`config.mk`:
```
export PLATFORM = sky130hd
export DESIGN_NAME = fdiff_tab
export DESIGN_NICKNAME = d
export VERILOG_FILES = /design/src/rtl/fdiff_pkg.sv /design/src/rtl/fdiff_ctrl.sv /design/src/rtl/fdiff_dp.sv /design/src/rtl/fdiff_tab.sv
export SDC_FILE = /design/constraint.sdc
export NUM_CORES = 2
export LEC_CHECK = 0
export BUFFER_PORTS_ARGS = -buffer_cell sky130_fd_sc_hd__buf_2
export CAP_MARGIN = 0
export CORE_UTILIZATION = 35
export CTS_CLUSTER_DIAMETER = 80
export DETAILED_ROUTE_END_ITERATION = 12
export PLACE_DENSITY = 0.56
export SLEW_MARGIN = 20
export SYNTH_ARGS = -nofsm -noshare
export SYNTH_HDL_FRONTEND = slang
export SYNTH_SLANG_ARGS = --single-unit
```
`constraint.sdc`:
```
create_clock -name clk -period 8.4 [get_ports clk]
set_input_delay 0.84 -clock clk [delete_from_list [all_inputs] [get_ports clk]]
set_output_delay 0.84 -clock clk [all_outputs]
set_load 0.02 [all_outputs]
```
`src/rtl/fdiff_pkg.sv`:
```
package fdiff_pkg;
  // Strobes from control to datapath
  typedef struct packed {
    logic load;   // accepted register write
    logic step;   // advance the table
  } ctlStrobe_t;
endpackage

```
`src/rtl/fdiff_ctrl.sv`:
```
module fdiff_ctrl
  import fdiff_pkg::*;
#(
  parameter int CNT_W = 32
) (
  input  logic             clk,
  input  logic             rstN,
  input  logic             loadEn,
  input  logic             stepEn,
  output ctlStrobe_t       strobe,
  output logic             valueValid,
  output logic [CNT_W-1:0] stepNum
);
  // A step takes precedence; a write that collides with it is dropped
  always_comb begin
    strobe.step = stepEn;
    strobe.load = loadEn && !stepEn;
  end

  always_ff @(posedge clk) begin
    if (!rstN) begin
      valueValid <= 1'b0;
      stepNum    <= '0;
    end else begin
      valueValid <= strobe.step;
      if (strobe.step)
        stepNum <= stepNum + 1'b1;
      else if (strobe.load)
        stepNum <= '0;
    end
  end
endmodule

```
`src/rtl/fdiff_dp.sv`:
```
module fdiff_dp
  import fdiff_pkg::*;
#(
  parameter int WIDTH  = 108,
  parameter int ORDERS = 6,
  parameter int IDX_W  = $clog2(ORDERS + 1)
) (
  input  logic             clk,
  input  logic             rstN,
  input  ctlStrobe_t       strobe,
  input  logic [IDX_W-1:0] loadIdx,
  input  logic [WIDTH-1:0] loadData,
  output logic [WIDTH-1:0] value,
  output logic             overflow
);
  localparam int NREG = ORDERS + 1;

  // bank[0] is the value, bank[k] is the k-th difference
  logic [NREG-1:0][WIDTH-1:0]   bank;
  logic [ORDERS-1:0][WIDTH-1:0] sumLo;
  logic [ORDERS-1:0]            carry;

  genvar k;
  generate
    for (k = 0; k < ORDERS; k++) begin : gAdd
      assign {carry[k], sumLo[k]} = {1'b0, bank[k]} + {1'b0, bank[k+1]};
    end
  endgenerate

  always_ff @(posedge clk) begin
    if (!rstN) begin
      bank <= '0;
    end else if (strobe.step) begin
      for (int j = 0; j < ORDERS; j++)
        bank[j] <= sumLo[j];
    end else if (strobe.load) begin
      for (int j = 0; j < NREG; j++)
        if (loadIdx == IDX_W'(j))
          bank[j] <= loadData;
    end
  end

  always_ff @(posedge clk) begin
    if (!rstN)
      overflow <= 1'b0;
    else if (strobe.step && (|carry))
      overflow <= 1'b1;
    else if (strobe.load)
      overflow <= 1'b0;
  end

  assign value = bank[0];
endmodule

```
`src/rtl/fdiff_tab.sv`:
```
module fdiff_tab
  import fdiff_pkg::*;
#(
  parameter int WIDTH  = 108,
  parameter int ORDERS = 6,
  parameter int CNT_W  = 32,
  parameter int IDX_W  = $clog2(ORDERS + 1)
) (
  input  logic             clk,
  input  logic             rstN,
  input  logic             loadEn,
  input  logic [IDX_W-1:0] loadIdx,
  input  logic [WIDTH-1:0] loadData,
  input  logic             stepEn,
  output logic [WIDTH-1:0] value,
  output logic             valueValid,
  output logic [CNT_W-1:0] stepNum,
  output logic             overflow
);
  ctlStrobe_t strobe;

  fdiff_ctrl #(.CNT_W(CNT_W)) uCtrl (
    .clk(clk), .rstN(rstN), .loadEn(loadEn), .stepEn(stepEn),
    .strobe(strobe), .valueValid(valueValid), .stepNum(stepNum)
  );

  fdiff_dp #(.WIDTH(WIDTH), .ORDERS(ORDERS), .IDX_W(IDX_W)) uDp (
    .clk(clk), .rstN(rstN), .strobe(strobe), .loadIdx(loadIdx),
    .loadData(loadData), .value(value), .overflow(overflow)
  );
endmodule

```
==> impl_metrics.yaml <==
run_status:
  outcome: "finished, final reports clean"
critical_path:
  crit_start: "uDp.bank[122]"
  crit_type: "reg -> reg"
  cp-start-kind: "flop"
  cp_data_arrival_time_ns: 5.62
  ff2ff_setup_slack_ns: 3.37
  crit_fanout: 7
  r2r-end: "uDp.value[107]"
  cp-end-kind: "flop"
  reg2reg_depth: 13
  required_ns: 9.00
  r2r_start: "uDp.bank[122]"
  crit_end: "uDp.value[107]"
sta:
  setup-violations-final: 0
  relSlewSlack_pct: 28.6
  worst_pin_slew_ns: 1.07
  rsz0062_at_grt: "no"
  hold_violations: 0
  fmax_ghz: 0.199
  skew_ns: 0.0370
  fin_crit_ns: 5.03
  fin_tns_setup_ns: 0
  post-route-period-util_pct: 59.8
  holdWs_ns: 0.430
  final_max_slew_viol_count: 0
synthesis:
  syn-num-nets: 10400
  yosysSeqAreaShare_pct: 21.7
  async_reset_ff_share_pct: 0
  synthDistinctLibCells: 104
  synthFlopType: "dfxtp_1"
  ys_warn_count: 0
  yosysTopAreaCellShare_pct: 21.7
  syn_avg_cell_area_um2: 7.58
  synth-seq-cells: 790
  synth_area_leaders: "dfxtp_1 (22%), ha_1 (11%), a21oi_1 (8.2%)"
  syn-cell-area_mm2: 0.0728
  syn_inst: 9601
  synth-edff-count: 0
  synth.largest_area_cell: "dfxtp_1"
clock_network:
  htreeDepth: 3
  cts-resized-gates: 0
  path_clk_slew_ns: 0.06
  clockBufferDepth: 3
  cts_sinks: 790
  clk_latency_ns: 0.77
  post_cts_buffers: 0
  cts_buffers: 100
  ctsRootBufferMaster: "clkbuf_16"
  cts_tree: "built"
  postCtsHoldBufs: 0
detailed_routing:
  avgRoutedWirePerCell_um: 23.8
  drt-total-wl_um: 288000
  avgViaCountPerCell: 6.07
  antenna_left: 0
  firstDrtPassIters: 6
  drt_iter0_markers: 6881
  num_vias: 73300
  drc: 0
min_path:
  hold_class: "in -> reg"
  whs_path_depth: 3
power_and_ir_drop:
  ir_worst_vdd_v: 0.000179
  p_leak_uw: 0.0322
  power-per-cell-area_mw_per_mm2: 145
floorplanning:
  die-area_mm2: 0.210
  core_area_mm2: 0.206
  initial_core_util_pct: 35.4
  chipHeight_um: 458
  die_w_um: 458
  io_pins: 257
  rows: 166
global_routing:
  antenna_found_initial: 10
  grt_pass1_wl_um: 426000
  grt_max_degree: 142
  grt.overflow.total: 0
  grt.total_usage_pct: 26.1
  grt_pass1_vias: 67300
cells_and_area:
  area_growth_pct: 7.80
  fin_area_mm2: 0.0784
  drive_gt1_share_pct: 6.78
  final_core_util_pct: 38.1
  layout_common_cells: "a21oi_1 (1,196), nand2_1 (877), dfxtp_1 (790)"
  layout_commonest_cell: "a21oi_1"
  fin_nets: 10100
place:
  dp_hpwl_um: 228000
  port_buffers: 256
  postPlaceCellArea_mm2: 0.0749
  gp_congestion: 1.00
flow_run:
  maxCapViolations: 0
[worst max-delay path, stage by stage, from the launching register on]
cell and delay, ns:
dfxtp_1 0.33, ha_1 0.42, nand4_1 0.25, nor2_1 0.23, o2111ai_1 0.32, a211oi_1 0.49
o211ai_1 0.37, a21oi_1 0.39, nor2_1 0.15, o31ai_1 0.73, nand4_1 0.38, o41ai_1 0.52
xnor2_1 0.18, o22ai_1 0.11
[report_power, final]
part           total [uW]  leakage (uW)  switching, uW  internal, uW
Clock                4710       0.00171           1910          2800
Sequential           4230       0.00643            275          3950
Combinational        2470        0.0241           1610           862
Total               11400        0.0322           3800          7610
[metal layers]
metal  global-route usage (%)  routed length (um)  up-vias
met5                        0                  34        -
li1                         -                   -    35000
met3                     3.56               24900      314
met2                     37.0              114000     3037
met4                     6.19                6060        6
met1                     40.6              143000    34900
[area by class of cell]
type / instances / area [um2]
timing repair buffer: 308 / 1790
sequential: 790 / 15800
fill: 21300 / 127000
antenna: 4 / 10.0
multi-input combinational: 7912 / 53200
clock buffer: 135 / 2820
clock inverter: 46 / 689
inverter: 192 / 731
tap: 2688 / 3360
[cells in the mapped netlist (41+ instances only)]
library cell,count
or3_1,56
o211ai_1,59
mux2i_1,553
o21a_1,87
o31ai_1,51
and3_1,53
xor2_1,224
inv_1,190
nand4_1,296
ha_1,649
o21bai_1,187
nor2_1,764
o22ai_1,347
a21oi_1,1196
nand3_1,141
nor2b_1,97
buf_4,108
mux2_2,59
buf_1,41
nand2_1,879
dfxtp_1,790
clkbuf_1,532
a21o_1,355
nor4_1,51
a31oi_1,64
a211oi_1,220
xnor2_1,358
nor3_1,123
o21ai_0,508
nand2b_1,48
[registers in the layout (all words and copies together), names as in the netlist]
register and flops:
uDp.overflow 1, uCtrl.valueValid 1, uDp.value 108, uDp.bank 648
uCtrl.stepNum 32
[stage by stage]
step | cells | total power [uW] | setup slack, ns
global placement | 11900 | 6680 | 3.58
detailed placement | 11900 | 6700 | 3.57
global route | 12100 | 11900 | 3.31
CTS | 12100 | 11400 | 3.55
finish | 12100 | 11400 | 3.37
floorplan | 9601 | 5950 | 4.83
[cells by family (layout without fill, tap and decap cells)]
kind of cell             count (synthesis)  after routing  share of synthesized area (%)
flip-flops                             790            790                           21.7
multiplexers                           612            612                           8.52
AO/OA/AOI/OAI                         3396           3396                           29.1
adder cells (fa/ha/maj)                655            655                           11.3
other                                    0              4                              0
AND/OR/NAND/NOR                       2667           2667                           17.1
buffers and inverters                  899            681                           5.24
XOR/XNOR                               582            582                           7.01
[how the worst min path moves through the flow]
| stage | start | to | slack [ns] |
|---|---|---|---|
| 2_1_floorplan | uDp.bank[648] | uDp.bank[648] | 0.44 |
| 3_3_place_gp | uDp.bank[725] | uDp.bank[725] | 0.45 |
| 3_5_place_dp | uDp.bank[691] | uDp.bank[691] | 0.45 |
| 4_1_cts | loadData[0] | uDp.bank[648] | 0.37 |
| 5_1_grt | loadData[0] | uDp.bank[648] | 0.42 |
| 6_report | loadData[0] | uDp.bank[648] | 0.43 |
(Power assumes the default switching activity.)
